**src/rtl/dma_irq_pkg.sv**
```systemverilog
package dma_irq_pkg;
  localparam int CFG_TC_BIT  = 15;
  localparam int CFG_ERR_BIT = 14;

  typedef enum logic [2:0] {
    SEL_ANY  = 3'd0,
    SEL_MTC  = 3'd1,
    SEL_MERR = 3'd2,
    SEL_RTC  = 3'd3,
    SEL_RERR = 3'd4,
    SEL_NONE = 3'd7
  } rdSelE;

  typedef struct packed {
    logic  tcClr;
    logic  errClr;
    rdSelE rdSel;
  } ctrlStbT;
endpackage

```
**src/rtl/dma_irq_ctrl.sv**
```systemverilog
module dma_irq_ctrl
  import dma_irq_pkg::*;
#(
  parameter int ADDR_W = 3
) (
  input  logic              regWrEn,
  input  logic [ADDR_W-1:0] regAddr,
  output ctrlStbT           stb
);
  localparam logic [ADDR_W-1:0] A_ANY  = ADDR_W'(0);
  localparam logic [ADDR_W-1:0] A_MTC  = ADDR_W'(1);
  localparam logic [ADDR_W-1:0] A_MERR = ADDR_W'(2);
  localparam logic [ADDR_W-1:0] A_RTC  = ADDR_W'(3);
  localparam logic [ADDR_W-1:0] A_RERR = ADDR_W'(4);
  localparam logic [ADDR_W-1:0] A_CTC  = ADDR_W'(5);
  localparam logic [ADDR_W-1:0] A_CERR = ADDR_W'(6);

  always_comb begin
    stb.tcClr  = regWrEn && (regAddr == A_CTC);
    stb.errClr = regWrEn && (regAddr == A_CERR);
    case (regAddr)
      A_ANY:   stb.rdSel = SEL_ANY;
      A_MTC:   stb.rdSel = SEL_MTC;
      A_MERR:  stb.rdSel = SEL_MERR;
      A_RTC:   stb.rdSel = SEL_RTC;
      A_RERR:  stb.rdSel = SEL_RERR;
      default: stb.rdSel = SEL_NONE;
    endcase
  end

  // at most one clear strobe per access, never without a write
  always_comb begin
    a_r5_one_clear: assert (!(stb.tcClr && stb.errClr));
    a_r9_no_clear_idle: assert (regWrEn || (!stb.tcClr && !stb.errClr));
  end
endmodule

```
**src/rtl/dma_irq_datapath.sv**
```systemverilog
module dma_irq_datapath
  import dma_irq_pkg::*;
#(
  parameter int NUM_CH = 8,
  parameter int CFG_W  = 32,
  parameter int DATA_W = 32
) (
  input  logic                    clk,
  input  logic                    rstN,
  input  ctrlStbT                 stb,
  input  logic [NUM_CH-1:0]       tcSet,
  input  logic [NUM_CH-1:0]       errSet,
  input  logic [NUM_CH*CFG_W-1:0] chanCfg,
  input  logic [NUM_CH-1:0]       clrData,
  output logic [DATA_W-1:0]       rdData,
  output logic                    irqTc,
  output logic                    irqErr,
  output logic                    irqAny
);
  logic [NUM_CH-1:0] rawTc, rawErr, tcMask, errMask;
  logic [NUM_CH-1:0] tcEnCfg, errEnCfg, tcClrVec, errClrVec;
  logic [NUM_CH-1:0] maskedTc, maskedErr;

  for (genvar c = 0; c < NUM_CH; c++) begin : g_cfg
    assign tcEnCfg[c]  = chanCfg[c*CFG_W + CFG_TC_BIT];
    assign errEnCfg[c] = chanCfg[c*CFG_W + CFG_ERR_BIT];
  end

  assign tcClrVec  = stb.tcClr  ? clrData : '0;
  assign errClrVec = stb.errClr ? clrData : '0;
  assign maskedTc  = rawTc & tcMask;
  assign maskedErr = rawErr & errMask;

  always_ff @(posedge clk or negedge rstN) begin
    if (!rstN) begin
      rawTc   <= '0;
      rawErr  <= '0;
      tcMask  <= '0;
      errMask <= '0;
      irqTc   <= 1'b0;
      irqErr  <= 1'b0;
      irqAny  <= 1'b0;
    end else begin
      rawTc   <= (rawTc & ~tcClrVec) | tcSet;
      rawErr  <= (rawErr & ~errClrVec) | errSet;
      tcMask  <= tcEnCfg;
      errMask <= errEnCfg;
      irqTc   <= |maskedTc;
      irqErr  <= |maskedErr;
      irqAny  <= |(maskedTc | maskedErr);
    end
  end

  always_comb begin
    case (stb.rdSel)
      SEL_ANY:  rdData = DATA_W'(maskedTc | maskedErr);
      SEL_MTC:  rdData = DATA_W'(maskedTc);
      SEL_MERR: rdData = DATA_W'(maskedErr);
      SEL_RTC:  rdData = DATA_W'(rawTc);
      SEL_RERR: rdData = DATA_W'(rawErr);
      default:  rdData = '0;
    endcase
  end

  a_r5_tc_w1c: assert property (@(posedge clk) disable iff (!rstN)
    stb.tcClr |=> ((rawTc & $past(clrData & ~tcSet)) == '0));
  a_r5_err_w1c: assert property (@(posedge clk) disable iff (!rstN)
    stb.errClr |=> ((rawErr & $past(clrData & ~errSet)) == '0));
  a_r6_set_wins: assert property (@(posedge clk) disable iff (!rstN)
    (|tcSet) |=> ((rawTc & $past(tcSet)) == $past(tcSet)));
  a_r7_tc_level: assert property (@(posedge clk) disable iff (!rstN)
    1'b1 |=> (irqTc == $past(|(rawTc & tcMask))));
  a_r7_any: assert property (@(posedge clk) disable iff (!rstN)
    irqAny == (irqTc || irqErr));
  a_r1_mask_follow: assert property (@(posedge clk) disable iff (!rstN)
    1'b1 |=> (errMask == $past(errEnCfg)));
endmodule

```
**src/rtl/dma_irq_agg.sv**
```systemverilog
module dma_irq_agg
  import dma_irq_pkg::*;
#(
  parameter int NUM_CH = 8,
  parameter int CFG_W  = 32,
  parameter int DATA_W = 32,
  parameter int ADDR_W = 3
) (
  input  logic                    clk,
  input  logic                    rstN,
  input  logic [NUM_CH-1:0]       tcSetPulse,
  input  logic [NUM_CH-1:0]       errSetPulse,
  input  logic [NUM_CH*CFG_W-1:0] chanCfg,
  input  logic                    regWrEn,
  input  logic [ADDR_W-1:0]       regAddr,
  input  logic [DATA_W-1:0]       regWrData,
  output logic [DATA_W-1:0]       regRdData,
  output logic                    irqTc,
  output logic                    irqErr,
  output logic                    irqAny
);
  ctrlStbT stb;

  dma_irq_ctrl #(.ADDR_W(ADDR_W)) ctrl_i (
    .regWrEn(regWrEn),
    .regAddr(regAddr),
    .stb    (stb)
  );

  dma_irq_datapath #(.NUM_CH(NUM_CH), .CFG_W(CFG_W), .DATA_W(DATA_W)) dp_i (
    .clk    (clk),
    .rstN   (rstN),
    .stb    (stb),
    .tcSet  (tcSetPulse),
    .errSet (errSetPulse),
    .chanCfg(chanCfg),
    .clrData(regWrData[NUM_CH-1:0]),
    .rdData (regRdData),
    .irqTc  (irqTc),
    .irqErr (irqErr),
    .irqAny (irqAny)
  );
endmodule

```
**config.mk**
```make
export PLATFORM = sky130hd
export DESIGN_NAME = dma_irq_agg
export DESIGN_NICKNAME = d
export VERILOG_FILES = /design/src/rtl/dma_irq_pkg.sv /design/src/rtl/dma_irq_ctrl.sv /design/src/rtl/dma_irq_datapath.sv /design/src/rtl/dma_irq_agg.sv
export SDC_FILE = /design/constraint.sdc
export NUM_CORES = 1
export LEC_CHECK = 0
export BUFFER_PORTS_ARGS = -buffer_cell sky130_fd_sc_hd__buf_2
export CAP_MARGIN = 30
export CORE_AREA = 2 2 136 138
export DETAILED_ROUTE_END_ITERATION = 8
export DIE_AREA = 0 0 138 140
export PLACE_DENSITY = 0.4
export SYNTH_ARGS = -nofsm -noshare
export SYNTH_HDL_FRONTEND = slang
export SYNTH_SLANG_ARGS = --single-unit
```
**constraint.sdc**
```tcl
create_clock -name clk -period 1.5 [get_ports clk]
set_clock_uncertainty 0.1 [all_clocks]
set_input_delay 0.15 -clock clk [delete_from_list [all_inputs] [get_ports clk]]
set_output_delay 0.15 -clock clk [all_outputs]
set_load 0.005 [all_outputs]
```
# Yosys cells after proc, flatten, opt, wreduce, memory -nomap -nowiden
# Cells that the tools add are included.
[classes]
n_eq_ne = 10
n_mux = 4
bitwise_logic = 10
n_reduce_logical = 7
[op_table]
columns = ["cell", "count"]
rows = [
  ["case mux 32 bit (5 select lines)", 1],
  ["bitwise AND 8 bit", 4],
  ["bitwise OR 8 bit", 4],
  ["OR reduction 8 bit", 3],
  ["two-way mux 8 bit", 2],
  ["NOT 8 bit", 2],
  ["case mux 3 bit (5 select lines)", 1],
  ["== test 3 x 2 -> 1 bit (second input constant)", 4],
  ["== test 3 bit (second input constant)", 4],
  ["== test 3 x 1 -> 1 bit (second input constant)", 2],
  ["logical NOT 3 bit", 2],
  ["logical AND 1 bit", 2],
]
[totals]
regBits = 35
out_inout_bits = 35
wordCells = 38

# Longest topological paths before layout
[logic_depth]
ltp_word = 6
mapped_depth = 5
mapped_depth_nobuf = 3

# By module
# Synthesis repeated with hierarchy kept, for this count alone.
[unflattened]
cells_unflattened = 163
hier_area_um2 = 1726.7
[by_module_without_submodules]
columns = ["mod", "n_inst", "cells_per_inst", "area_per_inst_um2"]
rows = [
  ["dma_irq_datapath", 1, 158, 1685.4],
  ["dma_irq_ctrl", 1, 5, 41.3],
]

# Least setup slack after synthesis
# OpenSTA, ideal clock, no wires.
[synth_path]
path_type = "input port to output port"
startpoint = "input regAddr[2]"
endpoint = "output regRdData[0]"
t_arrival_ns = 0.860
path_slack_ns = 0.390
stages = 5
cell_sequence = "buf_4 buf_6 nor2_1 o32a_1 o22ai_1"
[synth_via]
elab_chain_len = 4
[synth_lines]
columns = ["element", "line_no", "rtl"]
rows = [
  ["start, declared", "dma_irq_agg.sv:15", "input logic [ADDR_W-1:0] regAddr,"],
  ["== test 3 bit (tied with other cells)", "dma_irq_ctrl.sv:21", "case (regAddr)"],
  ["case mux 3 bit (5 select lines) (*)", "dma_irq_ctrl.sv:21", ""],
  ["== test 3 bit (tied with other cells)", "dma_irq_datapath.sv:55", "case (stb.rdSel)"],
  ["case mux 32 bit (5 select lines) (*)", "dma_irq_datapath.sv:55", ""],
  ["end, declared", "dma_irq_agg.sv:17", "output logic [DATA_W-1:0] regRdData,"],
]
# Every way passes the cells marked *; elsewhere a longest branch is shown, timed or not.

# Final worst setup path
[layout_path]
startpoint = "register dp_i.errMask[0]"
endpoint = "output regRdData[0]"
[layout_via]
elab_chain_len = 3
[layout_lines]
columns = ["element", "line_no", "rtl"]
rows = [
  ["start, declared", "dma_irq_datapath.sv:20", "logic [NUM_CH-1:0] rawTc, rawErr, tcMask, errMask;"],
  ["start signal, assigned", "dma_irq_datapath.sv:47", "errMask <= errEnCfg;"],
  ["bitwise AND 8 bit (*)", "dma_irq_datapath.sv:32", "assign maskedErr = rawErr & errMask;"],
  ["bitwise OR 8 bit", "dma_irq_datapath.sv:56", "SEL_ANY: rdData = DATA_W'(maskedTc | maskedErr);"],
  ["case mux 32 bit (5 select lines) (*)", "dma_irq_datapath.sv:55", ""],
]
# Marks and branches as above.

==> results.yml <==
status:
  status: "finished with violations"
  failed_checks: "negative setup slack"
die:
  core_um2: 17800
  io_pins: 345
  fp.dieH_um: 140
  die_area_um2: 19300
  fp.dieW_um: 138
  rows: 49
  initial_core_util: 0.0974
clock_tree:
  cts.sinks: 35
  cts_tree: "yes"
  cts.clk_slew.worst_paths_ns: 0.05
  cts.path.max_buffers: 2
  h-tree-depth: 2
  clk_latency_ns: 0.28
  cts_buffers: 5
  cts_root_buf: "clkbuf_16"
routing:
  ant_nets: 0
  wire_per_inst_um: 11.1
  via_count: 1510
  drtIter0Drc: 45
  drc: 0
  vias_per_cell: 3.00
  drt_wl_total_um: 5600
  drt_pass1_iterations: 4
global_route:
  grtUsageTotal: 0.0577
  grt_max_degree: 36
  grt-ovfl-total: 0
  antenna_found_initial: 1
  grt_pass1_wl_um: 8840
  grt_pass1_vias: 1672
synth:
  synth_top_area_share: 0.506
  ys_ff_latch: 35
  synthCells: 175
  ys.warnings.count: 0
  ys_seq_area_frac: 0.506
  syn_avg_cell_area_um2: 9.90
  synth_area_leaders: "dfrtp_1 (51%), buf_4 (12%), nand2_1 (7.4%)"
  yosysTopAreaCell: "dfrtp_1"
  synth.distinct_cells: 19
  syn-cell-area_um2: 1730
critical_path:
  r2r_cells: 4
  start_kind: "register"
  rr_endpoint: "dp_i.irqAny"
  critical_path_class: "reg2out"
  worst_path_largest_cell_delay_ns: 0.35
  regToRegStartpoint: "dp_i.rawErr[3]"
  path_cells: "nor2_1, o32a_1, o22ai_2, buf_2"
  cp_data_arrival_time_ns: 1.31
  crit_buf_inv: 1
  crit_family: "compound AO/OA/AOI/OAI gates"
  cpMaxStageDelayCell: "o32a_1"
  critPathCaptureType: "output pin"
  rrSetupSlack_ns: 0.35
  critPathRequiredTime_ns: 1.25
  cp_max_fo: 2
min_path:
  min_from: "errSetPulse[7]"
  whs_endpoint: "dp_i.rawErr[7]"
  hold_path.class: "in2reg"
  min_path_cells: 2
final_layout:
  regArea_um2: 876
  final_common_cell: "buf_2"
  multi_input_comb_area_um2: 698
  post-route-util: 0.157
  final_cell_mix: "buf_2 (56), dfrtp_1 (35), nand2_1 (32), dlygate4sd3_1 (32), conb_1 (24)"
  antenna_cells: 0
  nets: 584
  area_delta_synth_final_pct: 61.4
  fill_cells: 2026
  drive_gt1_frac: 0.331
placement:
  post-place-ws_ns: 0.0756
  gp_congestion: 0.734
  port_buffers: 56
  hpwl_um: 4390
sta:
  drv_slew: 0
  fin_crit_ns: 1.56
  setup_ws_ns: -0.0592
  period_share: 1.04
  rsz0062_at_grt: "true"
  fmax_mhz: 641
  final_hold_viol_count: 0
  setup_viol: 3
pwr:
  ir_drop_mv: 0.356
  p_leak_uw: 0.00125
  power_density_nw_per_um2: 923
job:
  maxCapViolations: 0
==> power breakdown <==
part / switching [uW] / total [uW] / internal [uW]
combinational: 176 / 375 / 199
sequential: 16.9 / 993 / 976
clock: 386 / 1210 / 826
==> kinds of logic (layout without fill, tap and decap cells) <==
logic type | count (synthesis) | in the layout | share of synthesized area
buf+inv | 41 | 118 | 0.165
compound gates | 40 | 40 | 0.168
flops | 35 | 35 | 0.506
other cells | 1 | 24 | 0.00217
simple gates | 58 | 58 | 0.159
==> per-layer routing <==
layer  wire length, um  vias to the layer above  global-route usage
li1                  -                      740                   -
met2              2380                       75              0.0886
met1              2680                      689              0.0770
met5                 0                        -                   0
met4                81                        0              0.0161
met3               455                        6              0.0202
==> worst max-delay path by stage <==
stage	from	to	cells after the start
detailed placement	regAddr[2]	regRdData[2]	6
global placement	regAddr[2]	regRdData[2]	6
finish	dp_i.errMask[0]	regRdData[0]	4
global route	dp_i.errMask[0]	regRdData[0]	4
floorplan	regAddr[2]	regRdData[0]	5
CTS	dp_i.errMask[0]	regRdData[0]	4
==> Yosys cell counts <==
master	number
a21o_1	8
a21oi_1	8
and4_1	4
and4b_1	2
buf_2	1
buf_4	27
buf_6	4
clkbuf_1	1
conb_1	1
dfrtp_1	35
inv_1	8
nand2_1	34
nand2b_1	1
nand4_1	1
nor2_1	8
o21a_1	8
o22ai_1	8
o32a_1	8
or2_1	8
==> registers in the layout (all words and copies together) (netlist names) <==
register      flops
dp_i.rawTc        8
dp_i.errMask      8
dp_i.irqErr       1
dp_i.rawErr       8
dp_i.tcMask       8
dp_i.irqTc        1
dp_i.irqAny       1
==> per-stage QoR <==
step                hold WS [ns]  instance area (um^2)  power, uW  instances  TNS (ns)
CTS                       0.0219                  2780       2610        504    -0.126
finish                    0.0140                  2800       2580        504   -0.0964
floorplan                 -0.246                  1820       1190        198         0
global route              0.0263                  2800       2700        504    -0.495
detailed placement         0.121                  2240       1300        461         0
global placement           0.118                  2240       1300        461         0
==> repair_timing <==
item	CTS	global route
gates resized for setup	10	3
setup buffers	3	0
setup endpoints to repair	8	8
hold buffers	32	0
endpoints found under the hold margin	66	0
pin swaps	12	1
==> layout make-up <==
type / count / share of cell area
clock buffer: 6 / 0.0497
clock inverter: 2 / 0.0125
inverter: 8 / 0.0107
multi-input combinational: 122 / 0.250
sequential: 35 / 0.313
tap: 229 / 0.103
timing repair buffer: 102 / 0.261
==> worst reg2reg max path: stages (launching register included) <==
cell and delay (ns):
dfrtp_1 0.38, buf_4 0.14, nand2_2 0.05, and4_1 0.24
nand4_1 0.11
Note: power is estimated with default switching activity, not from simulation.
